`config.mk`:
```
export PLATFORM = sky130hd
export DESIGN_NAME = bnpc_unit
export DESIGN_NICKNAME = d
export VERILOG_FILES = /design/src/rtl/bnpc_pkg.sv /design/src/rtl/bnpc_sext.sv /design/src/rtl/bnpc_ctrl.sv /design/src/rtl/bnpc_dp.sv /design/src/rtl/bnpc_unit.sv
export SDC_FILE = /design/constraint.sdc
export NUM_CORES = 1
export LEC_CHECK = 0
export BUFFER_PORTS_ARGS = -buffer_cell sky130_fd_sc_hd__buf_4
export CORE_MARGIN = 8
export CORE_UTILIZATION = 60
export DETAILED_ROUTE_END_ITERATION = 8
export GPL_ROUTABILITY_DRIVEN = 1
export PLACE_DENSITY = 0.95
export SLEW_MARGIN = 10
export SYNTH_ARGS = -nofsm -noshare
export SYNTH_HDL_FRONTEND = slang
export SYNTH_HIERARCHICAL = 1
export SYNTH_SLANG_ARGS = --single-unit
```
`constraint.sdc`:
```
create_clock -name clk -period 1.47 [get_ports clk]
set_clock_uncertainty 0.15 [all_clocks]
set_input_delay 0.2205 -clock clk [delete_from_list [all_inputs] [get_ports clk]]
set_output_delay 0.2205 -clock clk [all_outputs]
set_load 0.03 [all_outputs]
```
`src/rtl/bnpc_pkg.sv`:
```
package bnpc_pkg;

  localparam int OP_W = 4;

  typedef enum logic [OP_W-1:0] {
    OP_NONE  = 4'd0,
    OP_BEQ   = 4'd1,
    OP_BNE   = 4'd2,
    OP_BLT   = 4'd3,
    OP_BGE   = 4'd4,
    OP_BLTU  = 4'd5,
    OP_BGEU  = 4'd6,
    OP_JDIR  = 4'd7,
    OP_JIND  = 4'd8,
    OP_UPPC  = 4'd9
  } flowOp_e;

  // Strobes passed from the decoder to the datapath
  typedef struct packed {
    logic isBranch;  // conditional redirect
    logic isJal;     // PC-relative jump with link
    logic isJalr;    // register-indirect jump with link
    logic isUpper;   // PC plus upper immediate, no redirect
    logic cmpLt;     // use ordered compare instead of equality
    logic cmpUns;    // ordered compare is unsigned
    logic cmpNeg;    // invert the compare outcome
  } flowStb_t;

endpackage

```
`src/rtl/bnpc_sext.sv`:
```
module bnpc_sext #(
  parameter int IN_W  = 12,
  parameter int SHL   = 1,
  parameter int OUT_W = 32
) (
  input  logic [IN_W-1:0]  raw,
  output logic [OUT_W-1:0] ext
);

  logic [OUT_W-1:0] widened;

  generate
    if (IN_W < OUT_W) begin : g_extend
      assign widened = {{(OUT_W-IN_W){raw[IN_W-1]}}, raw};
    end else begin : g_trunc
      assign widened = raw[OUT_W-1:0];
    end
  endgenerate

  assign ext = widened << SHL;

endmodule

```
`src/rtl/bnpc_ctrl.sv`:
```
module bnpc_ctrl
  import bnpc_pkg::*;
(
  input  logic [OP_W-1:0] opCode,
  output flowStb_t        stb
);

  flowOp_e op;
  assign op = flowOp_e'(opCode);

  always_comb begin
    stb = '0;
    unique case (op)
      OP_BEQ:  begin stb.isBranch = 1'b1; end
      OP_BNE:  begin stb.isBranch = 1'b1; stb.cmpNeg = 1'b1; end
      OP_BLT:  begin stb.isBranch = 1'b1; stb.cmpLt = 1'b1; end
      OP_BGE:  begin stb.isBranch = 1'b1; stb.cmpLt = 1'b1; stb.cmpNeg = 1'b1; end
      OP_BLTU: begin stb.isBranch = 1'b1; stb.cmpLt = 1'b1; stb.cmpUns = 1'b1; end
      OP_BGEU: begin
        stb.isBranch = 1'b1; stb.cmpLt = 1'b1; stb.cmpUns = 1'b1; stb.cmpNeg = 1'b1;
      end
      OP_JDIR: begin stb.isJal = 1'b1; end
      OP_JIND: begin stb.isJalr = 1'b1; end
      OP_UPPC: begin stb.isUpper = 1'b1; end
      default: begin stb = '0; end
    endcase
  end

endmodule

```
`src/rtl/bnpc_dp.sv`:
```
module bnpc_dp
  import bnpc_pkg::*;
#(
  parameter int XLEN     = 32,
  parameter int BR_IMM_W = 12,
  parameter int J_IMM_W  = 20,
  parameter int I_IMM_W  = 12,
  parameter int U_SHIFT  = 12,
  parameter int STEP     = 4
) (
  input  logic               clk,
  input  logic               rstN,
  input  logic               inValid,
  input  flowStb_t           stb,
  input  logic [XLEN-1:0]    pcIn,
  input  logic [XLEN-1:0]    rs1Val,
  input  logic [XLEN-1:0]    rs2Val,
  input  logic [J_IMM_W-1:0] immField,
  output logic               outValid,
  output logic [XLEN-1:0]    nextPc,
  output logic               taken,
  output logic               linkWe,
  output logic [XLEN-1:0]    linkVal,
  output logic               misaligned
);

  localparam logic [XLEN-1:0] STEP_V = XLEN'(STEP);

  logic [XLEN-1:0] brOff, jOff, iOff, upOff;
  logic [XLEN-1:0] seqPc, jalrSum, jalrTgt, target;
  logic            eqHit, ltHit, condHit, takeNow;
  logic [XLEN-1:0] nextCalc, linkCalc;
  logic            linkWeCalc, misCalc;

  bnpc_sext #(.IN_W(BR_IMM_W), .SHL(1), .OUT_W(XLEN)) u_brOff (
    .raw(immField[BR_IMM_W-1:0]), .ext(brOff));
  bnpc_sext #(.IN_W(J_IMM_W), .SHL(1), .OUT_W(XLEN)) u_jOff (
    .raw(immField), .ext(jOff));
  bnpc_sext #(.IN_W(I_IMM_W), .SHL(0), .OUT_W(XLEN)) u_iOff (
    .raw(immField[I_IMM_W-1:0]), .ext(iOff));
  bnpc_sext #(.IN_W(J_IMM_W), .SHL(U_SHIFT), .OUT_W(XLEN)) u_upOff (
    .raw(immField), .ext(upOff));

  // Compare: one equality and one ordered compare shared by all six branches
  always_comb begin
    eqHit   = (rs1Val == rs2Val);
    ltHit   = stb.cmpUns ? (rs1Val < rs2Val) : ($signed(rs1Val) < $signed(rs2Val));
    condHit = (stb.cmpLt ? ltHit : eqHit) ^ stb.cmpNeg;
  end

  // Target selection
  always_comb begin
    seqPc   = pcIn + STEP_V;
    jalrSum = rs1Val + iOff;
    jalrTgt = {jalrSum[XLEN-1:1], 1'b0};
    if (stb.isJalr)     target = jalrTgt;
    else if (stb.isJal) target = pcIn + jOff;
    else                target = pcIn + brOff;
    takeNow    = stb.isJal | stb.isJalr | (stb.isBranch & condHit);
    nextCalc   = takeNow ? target : seqPc;
    linkWeCalc = stb.isJal | stb.isJalr | stb.isUpper;
    if (stb.isUpper)                 linkCalc = pcIn + upOff;
    else if (stb.isJal | stb.isJalr) linkCalc = seqPc;
    else                             linkCalc = '0;
    misCalc = takeNow & target[1];
  end

  always_ff @(posedge clk or negedge rstN) begin
    if (!rstN) begin
      outValid   <= 1'b0;
      nextPc     <= '0;
      taken      <= 1'b0;
      linkWe     <= 1'b0;
      linkVal    <= '0;
      misaligned <= 1'b0;
    end else begin
      outValid <= inValid;
      if (inValid) begin
        nextPc     <= nextCalc;
        taken      <= takeNow;
        linkWe     <= linkWeCalc;
        linkVal    <= linkCalc;
        misaligned <= misCalc;
      end
    end
  end

  // Decoder strobes never select two operation classes at once
  p_stb_onehot_r3: assert property (@(posedge clk) disable iff (!rstN)
    $onehot0({stb.isBranch, stb.isJal, stb.isJalr, stb.isUpper}));

  p_valid_follow_r2: assert property (@(posedge clk) disable iff (!rstN)
    ($past(rstN) && $past(inValid)) |-> outValid);

  p_valid_idle_r2: assert property (@(posedge clk) disable iff (!rstN)
    !$past(inValid) |-> !outValid);

  p_fallthru_r5: assert property (@(posedge clk) disable iff (!rstN)
    (outValid && !taken) |-> (nextPc == $past(pcIn) + STEP_V));

  p_branch_nolink_r4: assert property (@(posedge clk) disable iff (!rstN)
    (outValid && $past(stb.isBranch)) |-> (!linkWe && linkVal == '0));

  p_jump_link_r6: assert property (@(posedge clk) disable iff (!rstN)
    (outValid && $past(stb.isJal || stb.isJalr)) |->
      (taken && linkWe && linkVal == $past(pcIn) + STEP_V));

  p_ind_lsb_r7: assert property (@(posedge clk) disable iff (!rstN)
    (outValid && $past(stb.isJalr)) |-> !nextPc[0]);

  p_upper_flow_r8: assert property (@(posedge clk) disable iff (!rstN)
    (outValid && $past(stb.isUpper)) |-> (linkWe && !taken));

  p_misalign_r9: assert property (@(posedge clk) disable iff (!rstN)
    outValid |-> (misaligned == (taken && nextPc[1])));

endmodule

```
`src/rtl/bnpc_unit.sv`:
```
module bnpc_unit
  import bnpc_pkg::*;
#(
  parameter int XLEN     = 32,
  parameter int BR_IMM_W = 12,
  parameter int J_IMM_W  = 20,
  parameter int I_IMM_W  = 12,
  parameter int U_SHIFT  = 12,
  parameter int STEP     = 4
) (
  input  logic               clk,
  input  logic               rstN,
  input  logic               inValid,
  input  logic [OP_W-1:0]    opCode,
  input  logic [XLEN-1:0]    pcIn,
  input  logic [XLEN-1:0]    rs1Val,
  input  logic [XLEN-1:0]    rs2Val,
  input  logic [J_IMM_W-1:0] immField,
  output logic               outValid,
  output logic [XLEN-1:0]    nextPc,
  output logic               taken,
  output logic               linkWe,
  output logic [XLEN-1:0]    linkVal,
  output logic               misaligned
);

  flowStb_t stb;

  bnpc_ctrl u_ctrl (
    .opCode(opCode),
    .stb   (stb)
  );

  bnpc_dp #(
    .XLEN(XLEN), .BR_IMM_W(BR_IMM_W), .J_IMM_W(J_IMM_W),
    .I_IMM_W(I_IMM_W), .U_SHIFT(U_SHIFT), .STEP(STEP)
  ) u_dp (
    .clk       (clk),
    .rstN      (rstN),
    .inValid   (inValid),
    .stb       (stb),
    .pcIn      (pcIn),
    .rs1Val    (rs1Val),
    .rs2Val    (rs2Val),
    .immField  (immField),
    .outValid  (outValid),
    .nextPc    (nextPc),
    .taken     (taken),
    .linkWe    (linkWe),
    .linkVal   (linkVal),
    .misaligned(misaligned)
  );

endmodule

```
==> results of run 1 <==
==> metrics by stage <==
stage                     cell area [sq um]  hold slack, ps  TNS, ps
after floorplan                       11500            -225   -65710
after global placement                15100           -5.10   -94130
after detailed placement              15100           -5.73  -103760
after CTS                             17100            34.8   -66840
==> cell families after synthesis <==
| kind of cell | synth area share |
|---|---|
| simple gates | 0.180 |
| compound gates | 0.246 |
| buf+inv | 0.128 |
| mux | 0.0627 |
| other cells | 0.00103 |
| xor+xnor | 0.0783 |
| flops | 0.155 |
| fa+ha+maj | 0.148 |
==> layer usage <==
layer | overflow | global-route usage
met1 | 13 | 0.789
met5 | 2 | 0.422
met3 | 13 | 0.754
met2 | 233 | 0.969
met4 | 124 | 0.847
==> cells in the mapped netlist, drive strengths merged, types with 15 or more instances <==
library cell / n / area (sq um)
buf: 139 / 1020
ha: 125 / 1560
a21oi: 115 / 576
nor2: 109 / 409
nand2: 99 / 372
o21ai: 73 / 365
inv: 71 / 267
dfrtp: 68 / 1700
xnor2: 57 / 499
mux2: 42 / 473
xor2: 41 / 359
nand3: 40 / 200
a21o: 36 / 272
nor3: 32 / 170
clkbuf: 31 / 116
a211oi: 23 / 178
nand4: 22 / 138
mux2i: 21 / 214
nor2b: 19 / 119
and3: 17 / 108
o211ai: 17 / 128
nand2b: 16 / 100
a31oi: 15 / 93.8
o21bai: 15 / 113
==> what timing repair did <==
item                       4_1_cts
hold buffers                     1
hold endpoints to repair        53
gates cloned                     2
setup buffers                   52
setup endpoints to repair       67
gates resized for setup        268
pin swaps                      107
==> impl_results.md, run 1 <==
- Outcome: stopped before the end
- Fail Step: global routing (5_1_grt)
- Run Error: [ERROR GRT-0116] Global routing finished with congestion. Check the congestion regions in the DRC Viewer.
- Die Ht: 151 um
- Seq/Total Area, Yosys: 0.155
- Synth Register Bits: 68
- Post-Syn Area: 11,000 sq um
- Clock sink count: 68
- Die Span X: 151 um
- Num CTS Buffers: 9
- I/O Pins: 191
- GR Overflow Total: 385
- First-pass GRT wire length: 143,000 um
- Yosys warnings: 6
- All-Layer GR Usage: 0.830
- Synth Instances: 1,408
- Async SR Flop Fraction: 1.00
- Max clock buf depth: 2
- EDFF count, synth: 0
- Site Rows: 49
- HPWL after DPL: 39,100 um
- Synth Area per Inst: 7.78 sq um
- Starting Density: 0.610
- Placed insts: 2,060
- Largest net degree at the start of global routing: 53
- GP Congestion: 1.02
- PortBufs: 190
- Root buf cell: clkbuf_16
- Synth cell types: 84
- H-tree depth: 3
- Pre-CTS setup slack: -2530 ps
- Most common flop cell mapped by yosys: dfrtp_1
- Number of global-route vias before repair: 20,257
==> run 2, diff against run 1 <==
Settings changed: CORE_UTILIZATION 60 to 40, PLACE_DENSITY 0.95 to default, PLACE_DENSITY_LB_ADDON from default to 0.15.
==> run 2 against run 1 <==
The flow now finishes, with violations (setup timing); synthesized cell count stayed put; area after synthesis did not move.
==> impl_results.md, run 2 <==
- Outcome: finished, violations left (was stopped before the end)
- Failing checks: setup timing
- FF+latch area: 1700 sq um
- Clock sink count: 68 (unchanged)
- Yosys top cell by area: dfrtp_1 (unchanged)
- Core box area: 27,000 sq um
- Fillers: 2,249
- Worst hold slack: 21.2 ps
- Worst Setup Start Kind: primary input
- HPWL after DPL: 33,100 um (was 39,100 um)
- Seq/Total Area, Yosys: 0.155 (unchanged)
- Die Ht: 181 um (was 151 um)
- Max-cap check violation count: 0
- Slowest cell on crit path: and2b_4
- Area contributors post-synth: dfrtp_1, ha_1, buf_4 (unchanged)
- Clock Pin Slew Worst Setup and Hold Paths: 60 ps
- Most common flop cell mapped by yosys: dfrtp_1 (unchanged)
- Worst-path fanout max: 5
- Setup violators final: 66
- Synth Area per Inst: 7.78 sq um (unchanged)
- Fraction of layout instances using a drive strength above 1: 0.488
- Maximum vdd drop: 0.528 mV
- WHS Path Cells: 3
- Worst Min Path Start: pcIn[0]
- Yosys warnings: 6 (unchanged)
- Fin. Hold Viols: 0
- Site Rows: 60 (was 49)
- CP Class: primary input to register
- Die Span X: 181 um (was 151 um)
- H-tree depth: 3 (unchanged)
- Number of global-route vias before repair: 12,643
- Clock latency on the worst-skew pair: 350 ps
- Synth cell types: 84 (unchanged)
- CP peak stage delay: 350 ps
- 1st-iter DRT viols: 732
- HP Class: primary input to register
- Clock power frac: 0.207
- Crit Reg-Reg Startpoint: u_dp/nextPc[29]$_DFFE_PN0P_
- # diodes: 0
- R2R depth: 4
- Cells along the critical path: buf_6 > nand2b_4 > and2b_4 > buf_6 > mux2_2 > ha_4 > and3_4 > a221o_1 > and2b_1 > a21oi_4 > a2111oi_4 > nor3_2 > nor2_1 > nor4_1 > a211oi_1
- Pint: 7150 uW
- Pre-antenna DRT Iters: 7
- Final period util: 2.27
- CP required: 1540 ps
- Num CTS Buffers: 9 (unchanged)
- Synth Register Bits: 68 (unchanged)
- Die Area: 32,900 sq um
- Power share of the combinational group: 0.598
- Synth top area share: 0.155 (unchanged)
- EDFF count, synth: 0 (unchanged)
- Routed WL: 41,300 um
- Sw Share: 0.391
- Post-route ant nets: 0
- GR Overflow Total: 0
- Crit end category: register
- Nets: 2,166
- Async SR Flop Fraction: 1.00 (unchanged)
- LEAKAGE: 0.00816 uW
- First-pass GRT wire length: 64,900 um
- Power Dens Cells: 670 nW/um^2
- Starting Density: 0.406 (was 0.610)
- Synth Instances: 1,408 (unchanged)
- Largest net degree at the start of global routing: 36
- Setup crit start: opCode[3]
- Post-layout util: 0.650
- Post-Syn Area: 11,000 sq um (unchanged)
- All-Layer GR Usage: 0.241
- Area grow syn2layout: 59.9%
- Worst slew margin: 0.517
- Slew @ Worst Pin: 717 ps
- Largest registers: u_dp/linkVal: 32 flops, u_dp/nextPc: 32 flops
- Final Max Tran Viols: 0
- Per-cell routed wire length: 18.3 um
- Commonest non-fill, non-tap cell in the layout: buf_4
- Count leader, synth: buf_4 (unchanged)
- TritonCTS clock tree: built
- Max Freq: 300 MHz
- Most frequent cells after synthesis: buf_4, ha_1, a21oi_1, nor2_1, nand2_1 (unchanged)
- PortBufs: 190 (unchanged)
- DR DRC count: 0
- Via count: 12,215
- Max clock buf depth: 2 (unchanged)
- Root buf cell: clkbuf_16 (unchanged)
- RSZ-0062 raised after global routing: true
- I/O Pins: 191 (unchanged)
- Switch Pwr: 4590 uW
- Critical path's most frequent cell: buf_6
- Sequential power share: 0.195
- DR vias/cell: 5.40
- Final setup margin: -1860 ps
- Commonest cells after routing, fill and taps aside: buf_4, nor2_1, nand2_1, a21oi_1, ha_1
- Footprint of the multi-input gates: 9500 sq um
- GP Congestion: 0.947 (was 1.02)
- Setup TNS: -64,240 ps
- Initial antenna violation count: 0
- Minimum clock period: 3330 ps
- Critical Path AT: 3400 ps
==> run 2: cell counts after synthesis <==
No cell type changed its count.
==> run 2: critical path: cells and delay by family <==
family                     cells  cell delay, ps
adders and majority gates      1             280
and+or+nand+nor                7            1550
muxes                          1             350
buffers and inverters          2             220
AOI/OAI and AO/OA              4             760
==> run 2: logic make-up (layout without fill, tap and decap cells) <==
family | Yosys count | in the layout | share of synthesized area
flip-flops | 68 | 68 | 0.155
AO/OA/AOI/OAI | 403 | 403 | 0.246
XOR/XNOR | 98 | 98 | 0.0783
AND/OR/NAND/NOR | 404 | 406 | 0.180
other | 3 | 14 | 0.00103
multiplexers | 63 | 63 | 0.0627
adder cells (fa/ha/maj) | 128 | 128 | 0.148
buffers and inverters | 241 | 740 | 0.128
==> run 2: cell type report <==
class / count / share of cell area
multi-input combinational: 1112 / 0.542
timing repair buffer: 653 / 0.302
sequential: 68 / 0.0971
tap: 341 / 0.0244
inverter: 71 / 0.0162
clock buffer: 10 / 0.0136
clock inverter: 6 / 0.00500
==> run 2: final timing paths <==
kind	end	slack (ps)
worst min-delay path	u_dp/nextPc[0]$_DFFE_PN0P_	20
worst max register to register	u_dp/nextPc[29]$_DFFE_PN0P_	270
worst min register to register	u_dp/nextPc[6]$_DFFE_PN0P_	340
max in group asynchronous	u_dp/linkVal[21]$_DFFE_PN0P_	520
min in group asynchronous	u_dp/nextPc[13]$_DFFE_PN0P_	160
worst max-delay path	u_dp/nextPc[31]$_DFFE_PN0P_	-1860
==> run 2: repair_timing <==
action                                 4_1_cts  5_1_grt
setup endpoints to repair                   66       67
hold buffers                                 1        0
gates cloned                                 2        0
pin swaps                                   95       59
endpoints found under the hold margin       68        0
resized for setup                          209       85
setup buffers                               26       21
==> run 2: metrics by stage <==
stage          setup WS, ps  cells  power (uW)  area (sq um)
6_report              -1860   2261       11700         17500
3_3_place_gp          -2330   2203        8460         15500
2_1_floorplan         -1930   1419        5940         11500
5_1_grt               -1990   2261       12400         17500
4_1_cts               -1800   2244       11500         17000
3_5_place_dp          -2370   2203        8530         15500
==> run 2: power by group through the flow <==
stage / Sequential, uW / Combinational [uW] / Clock, uW
after global placement: 2320 / 6140 / 0
after detailed placement: 2320 / 6210 / 0
after CTS: 2290 / 6690 / 2470
final: 2290 / 7020 / 2430
after global routing: 2320 / 7570 / 2540
after floorplan: 2760 / 3170 / 0
==> run 2: layer usage <==
| layer | track usage | up-vias | routed length, um |
|---|---|---|---|
| met3 | 0.0365 | 72 | 1710 |
| li1 | - | 6009 | - |
| met1 | 0.289 | 5844 | 17900 |
| met2 | 0.438 | 290 | 20600 |
| met5 | 0 | - | 0 |
| met4 | 0.0722 | 0 | 1140 |
(Power assumes the default switching activity.)
==> run 3, diff against run 2 <==
Settings changed: ABC_AREA from default to 1.
==> run 3 against run 2 <==
The run still ends with setup timing left; synthesized cell count increased by 42%; core utilization increased by 4.4 points; global-route usage increased by 5.8 points; die area increased by 9.0%; critical path depth increased by 8; register-to-register slack improved by 300 ps; sequential share of layout area decreased by 1.4 points; sequential cell count unchanged; critical path type unchanged; largest power group unchanged.
==> impl_results.md, run 3 <==
- Die Span X: 189 um (was 181 um)
- GP Congestion: 0.939 (was 0.947)
- GR Overflow Total: 0 (unchanged)
- Fillers: 2,505 (was 2,249)
- Seq/Total Area, Yosys: 0.141 (was 0.155)
- Post-route ant nets: 0 (unchanged)
- Clock sink count: 68 (unchanged)
- LEAKAGE: 0.0100 uW (was 0.00816 uW)
- Setup crit start: opCode[3] (unchanged)
- Pre-antenna DRT Iters: 5 (was 7)
- Sequential power share: 0.174 (was 0.195)
- Commonest cells after routing, fill and taps aside: buf_4, nand2_1, inv_1 (was buf_4, nor2_1, nand2_1, a21oi_1, ha_1)
- Clock Pin Slew Worst Setup and Hold Paths: 60 ps (about the same)
- Worst hold slack: 97.0 ps (was 21.2 ps)
- Crit end category: register (unchanged)
- All-Layer GR Usage: 0.299 (was 0.241)
- Area contributors post-synth: nand2_1, dfrtp_1, ha_1 (was dfrtp_1, ha_1, buf_4)
- Total power: 12,900 uW (was 11,700 uW)
- Max-cap check violation count: 0 (unchanged)
- Core box area: 29,600 sq um (was 27,000 sq um)
- Setup TNS: -40,170 ps (was -64,240 ps)
- Yosys top cell by area: nand2_1 (was dfrtp_1)
- Synth cell types: 59 (was 84)
- Setup violators final: 66 (unchanged)
- Switch Pwr: 5700 uW (was 4590 uW)
- Grt met1 use: 0.418 (was 0.289)
- Fin. Hold Viols: 0 (unchanged)
- Per-cell routed wire length: 19.4 um (was 18.3 um)
- Synth top area share: 0.176 (was 0.155)
- Clock power frac: 0.180 (was 0.207)
- Grt met2 use: 0.478 (was 0.438)
- Most frequent cells after synthesis: nand2_1, inv_1, a21oi_1, nand3_1, nor2_1 (was buf_4, ha_1, a21oi_1, nor2_1, nand2_1)
- Synth Instances: 1,998 (was 1,408)
- Synth Area per Inst: 6.03 sq um (was 7.78 sq um)
- Worst slew margin: 0.654 (was 0.517)
- DR DRC count: 0 (unchanged)
- Pint: 7180 uW (was 7150 uW)
- Area grow syn2layout: 70.9% (was 59.9%)
- CP Class: primary input to register (unchanged)
- Die Ht: 189 um (was 181 um)
- CP required: 1570 ps (was 1540 ps)
- Most common flop cell mapped by yosys: dfrtp_1 (unchanged)
- DR vias/cell: 5.33 (was 5.40)
- Critical Path AT: 2690 ps (was 3400 ps)
- Initial antenna violation count: 0 (unchanged)
- # diodes: 0 (unchanged)
- Outcome: finished, violations left (unchanged)
- Die Area: 35,900 sq um (was 32,900 sq um)
- Starting Density: 0.406 (about the same)
- Largest net degree at the start of global routing: 69 (was 36)
- TritonCTS clock tree: built (unchanged)
- H-tree depth: 3 (unchanged)
- Post-Syn Area: 12,000 sq um (was 11,000 sq um)
- Crit Reg-Reg Startpoint: u_dp/linkVal[1]$_DFFE_PN0P_ (was u_dp/nextPc[29]$_DFFE_PN0P_)
- PortBufs: 190 (unchanged)
- Worst Min Path Start: inValid (was pcIn[0])
- Max Freq: 386 MHz (was 300 MHz)
- 1st-iter DRT viols: 1,169 (was 732)
- Via count: 15,682 (was 12,215)
- Final Max Tran Viols: 0 (unchanged)
- EDFF count, synth: 0 (unchanged)
- Fraction of layout instances using a drive strength above 1: 0.466 (was 0.488)
- Failing checks: setup timing (unchanged)
- Number of global-route vias before repair: 15,079 (was 12,643)
- First-pass GRT wire length: 85,100 um (was 64,900 um)
- Power Dens Cells: 626 nW/um^2 (was 670 nW/um^2)
- I/O Pins: 191 (unchanged)
- Site Rows: 63 (was 60)
- Count leader, synth: nand2_1 (was buf_4)
- Root buf cell: clkbuf_16 (unchanged)
- Grt peak-use layer: met2 (unchanged)
- Max clock buf depth: 2 (unchanged)
- Sw Share: 0.442 (was 0.391)
- Minimum clock period: 2590 ps (was 3330 ps)
- Maximum vdd drop: 0.485 mV (was 0.528 mV)
- Worst-path fanout max: 10 (was 5)
- Global routing usage on met3: 0.0327 (was 0.0365)
- Routed WL: 56,900 um (was 41,300 um)
- Synth Register Bits: 68 (unchanged)
- Power share of the combinational group: 0.646 (was 0.598)
- Footprint of the multi-input gates: 11,200 sq um (was 9500 sq um)
- HP Class: primary input to register (unchanged)
- Yosys warnings: 6 (unchanged)
- RSZ-0062 raised after global routing: true (unchanged)
- Final setup margin: -1120 ps (was -1860 ps)
- FF+latch area: 1700 sq um (unchanged)
- Num CTS Buffers: 9 (unchanged)
- Clock latency on the worst-skew pair: 360 ps (was 350 ps)
- Nets: 2,797 (was 2,166)
- HPWL after DPL: 45,400 um (was 33,100 um)
- Async SR Flop Fraction: 1.00 (unchanged)
- Final period util: 1.76 (was 2.27)
- Commonest non-fill, non-tap cell in the layout: buf_4 (unchanged)
- Largest registers: u_dp/linkVal: 32 flops, u_dp/nextPc: 32 flops (unchanged)
- Slew @ Worst Pin: 513 ps (was 717 ps)
- Worst Setup Start Kind: primary input (unchanged)
## run 3: cell types whose count changed after synthesis, sizes merged, moves of 45 or more
cell and delta:
nor2 +62, a21oi +54, nand3 +125, inv +146, nand2 +471, o21ai +46, xnor2 -45
## run 3: kinds of logic after synthesis
family          Yosys count  share of synthesized area
other cells               3                   0.000935
mux                       2                    0.00177
simple gates            988                      0.352
xor+xnor                 42                     0.0306
compound gates          378                      0.175
buf+inv                 389                      0.164
fa+ha+maj               128                      0.135
flops                    68                      0.141
## run 3: power groups by stage
stage / clock network, uW / registers, uW / logic, uW
6_report: 2310 / 2240 / 8310
5_1_grt: 2410 / 2260 / 8900
4_1_cts: 2360 / 2240 / 7490
3_5_place_dp: 0 / 2270 / 6750
3_3_place_gp: 0 / 2270 / 6690
2_1_floorplan: 0 / 2680 / 3400
## run 3: layout make-up
type | count | area share
Sequential cell | 68 | 0.0827
Timing Repair Buffer | 697 | 0.290
Inverter | 218 | 0.0431
Clock buffer | 9 | 0.0109
Tap cell | 390 | 0.0237
Multi-Input combinational cell | 1552 | 0.546
Clock inverter | 7 | 0.00365
## run 3: path summary, 6_finish.rpt
path,end,slack (ps),cells after the start
worst min register to register,u_dp/misaligned$_DFFE_PN0P_,340,2
worst max register to register,u_dp/linkVal[1]$_DFFE_PN0P_,570,1
worst max-delay path,u_dp/nextPc[26]$_DFFE_PN0P_,-1120,23
worst min-delay path,u_dp/outValid$_DFF_PN0_,100,2
max in group asynchronous,u_dp/nextPc[26]$_DFFE_PN0P_,520,3
min in group asynchronous,u_dp/nextPc[21]$_DFFE_PN0P_,260,3
## run 3: timing repair
item	CTS	global route
cloned	2	3
setup buffers	42	24
pin swaps	128	127
hold buffers	2	0
hold endpoints to repair	69	0
resized for setup	304	277
endpoints found under the setup margin	67	67
## run 3: worst max-delay path: stages
cell and delay (ps):
buf_6 110, inv_12 50, nand2_4 50, nor2_4 160, inv_4 80, buf_12 150
buf_12 140, nand2_2 60, nand2_2 80, ha_4 350, nand2_2 130, nor2_4 150
inv_1 120, nor4_4 180, nand2_2 100, nand2_2 80, a21oi_1 60, o21ai_1 90
nand2_1 80, inv_1 70, nand2_1 50, nand3_1 60, nand2_1 60
## run 3: routing by layer
metal / part of all wire / wire, um
met4: 0.031 / 1740
met3: 0.057 / 3220
met2: 0.45 / 25900
met1: 0.46 / 26100
met5: 0 / 0
## run 3: per-stage QoR
stage,setup WS [ps],utilization,cell area (sq um),instances
final,-1120,0.694,20600,2941
after global routing,-1240,0.694,20600,2941
after CTS,-1040,0.646,19200,2917
after floorplan,-1030,-,13100,2009
after global placement,-1720,0.581,17200,2857
after detailed placement,-1670,0.581,17200,2857
==> run 4, diff against run 3 <==
Settings changed: SETUP_SLACK_MARGIN from default to 0.05.
==> run 4 against run 3 <==
The run still ends with setup timing left; critical path type unchanged; critical path depth stayed put; worst hold slack better by 20 ps; cell area is 0.77% lower; sequential share of layout area is 0.064 points higher.
==> impl_results.md, run 4 (synthesis gave the netlist of run 3 again) <==
- Outcome: finished, violations left (unchanged)
- Failing checks: setup timing (unchanged)
- H-tree depth: 3 (unchanged)
- Critical Path AT: 2700 ps (was 2690 ps)
- GR Overflow Total: 0 (unchanged)
- DR vias/cell: 5.31 (was 5.33)
- Via count: 15,702 (was 15,682)
- Commonest cells after routing, fill and taps aside: buf_4, nand2_1, inv_1 (unchanged)
- Die Ht: 189 um (unchanged)
- Starting Density: 0.406 (unchanged)
- Total power: 12,700 uW (was 12,900 uW)
- Largest net degree at the start of global routing: 69 (unchanged)
- Grt peak-use layer: met2 (unchanged)
- Area grow syn2layout: 69.6% (was 70.9%)
- Grt met2 use: 0.488 (was 0.478)
- Routed WL: 57,700 um (was 56,900 um)
- Global routing usage on met3: 0.0408 (was 0.0327)
- I/O Pins: 191 (unchanged)
- Grt met1 use: 0.417 (was 0.418)
- DR DRC count: 0 (unchanged)
- Worst slew margin: 0.621 (was 0.654)
- Setup violators final: 66 (unchanged)
- Minimum clock period: 2550 ps (was 2590 ps)
- Root buf cell: clkbuf_16 (unchanged)
- Fraction of layout instances using a drive strength above 1: 0.457 (was 0.466)
- Max clock buf depth: 2 (unchanged)
- GP Congestion: 0.919 (was 0.939)
- Worst-path fanout max: 20 (was 10)
- Site Rows: 63 (unchanged)
- Slew @ Worst Pin: 563 ps (was 513 ps)
- # diodes: 0 (unchanged)
- LEAKAGE: 0.0100 uW (about the same)
- Initial antenna violation count: 0 (unchanged)
- PortBufs: 190 (unchanged)
- Final period util: 1.73 (was 1.76)
- Max-cap check violation count: 0 (unchanged)
- Fillers: 2,607 (was 2,505)
- Crit end category: register (unchanged)
- Per-cell routed wire length: 19.5 um (was 19.4 um)
- CP Class: primary input to register (unchanged)
- Clock Pin Slew Worst Setup and Hold Paths: 60 ps (about the same)
- Clock latency on the worst-skew pair: 360 ps (about the same)
- Placed insts: 2,871 (was 2,857)
- TritonCTS clock tree: built (unchanged)
- First-pass GRT wire length: 85,600 um (was 85,100 um)
- Power Dens Cells: 621 nW/um^2 (was 626 nW/um^2)
- Fin. Hold Viols: 0 (unchanged)
- Commonest non-fill, non-tap cell in the layout: buf_4 (unchanged)
- Num CTS Buffers: 9 (unchanged)
- Post-layout util: 0.689 (was 0.694)
- Die Area: 35,900 sq um (unchanged)
- Post-route ant nets: 0 (unchanged)
- Fin cells: 2,955 (was 2,941)
- Pre-antenna DRT Iters: 5 (unchanged)
- CP required: 1620 ps (was 1570 ps)
- Maximum vdd drop: 0.553 mV (was 0.485 mV)
- Setup TNS: -41,890 ps (was -40,170 ps)
- Clock sink count: 68 (unchanged)
- Final Max Tran Viols: 0 (unchanged)
- Final setup margin: -1080 ps (was -1120 ps)
- Number of global-route vias before repair: 14,923 (was 15,079)
- Worst Setup Start Kind: primary input (unchanged)
- Worst hold slack: 117 ps (was 97.0 ps)
- All-Layer GR Usage: 0.302 (was 0.299)
- Core box area: 29,600 sq um (unchanged)
- RSZ-0062 raised after global routing: true (unchanged)
- 1st-iter DRT viols: 1,346 (was 1,169)
- HPWL after DPL: 45,500 um (was 45,400 um)
- Nets: 2,811 (was 2,797)
- HP Class: primary input to register (unchanged)
- Largest registers: u_dp/linkVal: 32 flops, u_dp/nextPc: 32 flops (unchanged)
- Max Freq: 393 MHz (was 386 MHz)
- Die Span X: 189 um (unchanged)
run 4: cell types whose count changed in the layout (fill, tap and decap cells not counted), moves of 5 or more:
cell	delta
ha_4	-7
nor2_4	-6
nand3_2	-6
nand3_1	+11
inv_1	+5
ha_1	+8
nand2_1	+10
nand3_4	-5
buf_4	+11
nand2_4	-6
inv_4	-7
run 4: final timing paths:
check                                            start                     endpoint  slack [ps]  cells after the start
min reg2reg                 u_dp/nextPc[5]$_DFFE_PN0P_   u_dp/nextPc[5]$_DFFE_PN0P_         330                      2
min                                            pcIn[2]   u_dp/nextPc[2]$_DFFE_PN0P_         120                      5
min in group asynchronous                         rstN      u_dp/linkWe$_DFFE_PN0P_         290                      3
max                                          opCode[3]  u_dp/nextPc[29]$_DFFE_PN0P_       -1080                     23
max reg2reg                u_dp/linkVal[1]$_DFFE_PN0P_  u_dp/linkVal[1]$_DFFE_PN0P_         550                      1
max in group asynchronous                         rstN  u_dp/nextPc[29]$_DFFE_PN0P_         560                      3
run 4: report_power, final:
part / internal [uW] / total [uW] / switching (uW)
sequential: 2090 / 2250 / 160
clock: 1150 / 2170 / 1020
combinational: 3760 / 8260 / 4500
run 4: layer usage:
layer | wire length (um) | share of wire
met4 | 1920 | 0.033
met5 | 0 | 0
met3 | 3840 | 0.066
met1 | 25900 | 0.45
met2 | 26100 | 0.45
run 4: worst max-delay path: stages:
cell	delay, ps
buf_12	110
inv_12	40
nand2_4	40
nor2_4	160
buf_4	150
buf_12	150
buf_4	140
nand2_1	50
nand2_2	80
ha_4	220
a21o_1	190
o21bai_2	220
a21oi_2	170
nor2_1	60
nor2_1	130
nand2_1	80
nand2_1	60
nand3_1	110
nand2_1	90
inv_2	30
nand2_1	40
nand3_1	60
nand2_1	90
run 4: timing repair:
| action | CTS | global route |
|---|---|---|
| endpoints found under the hold margin | 69 | 0 |
| gates cloned | 3 | 2 |
| pin swaps | 127 | 125 |
| gates resized for setup | 314 | 221 |
| hold buffers | 2 | 0 |
| buffers inserted | 36 | 34 |
| endpoints found under the setup margin | 67 | 68 |
run 4: metrics by stage:
stage	cell area [sq um]	setup slack (ps)
after floorplan	13100	-1030
after global placement	17300	-1680
after detailed placement	17300	-1680
after CTS	19300	-1020
after global routing	20400	-1240
final	20400	-1080
run 4: area by class of cell:
class	count	area [sq um]	area share
multi-input cells	1552	11000	0.538
repair buffers	711	6090	0.298
flip-flops and latches	68	1700	0.0833
inverters	218	880	0.0431
well taps	390	488	0.0239
clock buffers	9	225	0.0110
clock inverters	7	52.6	0.00257
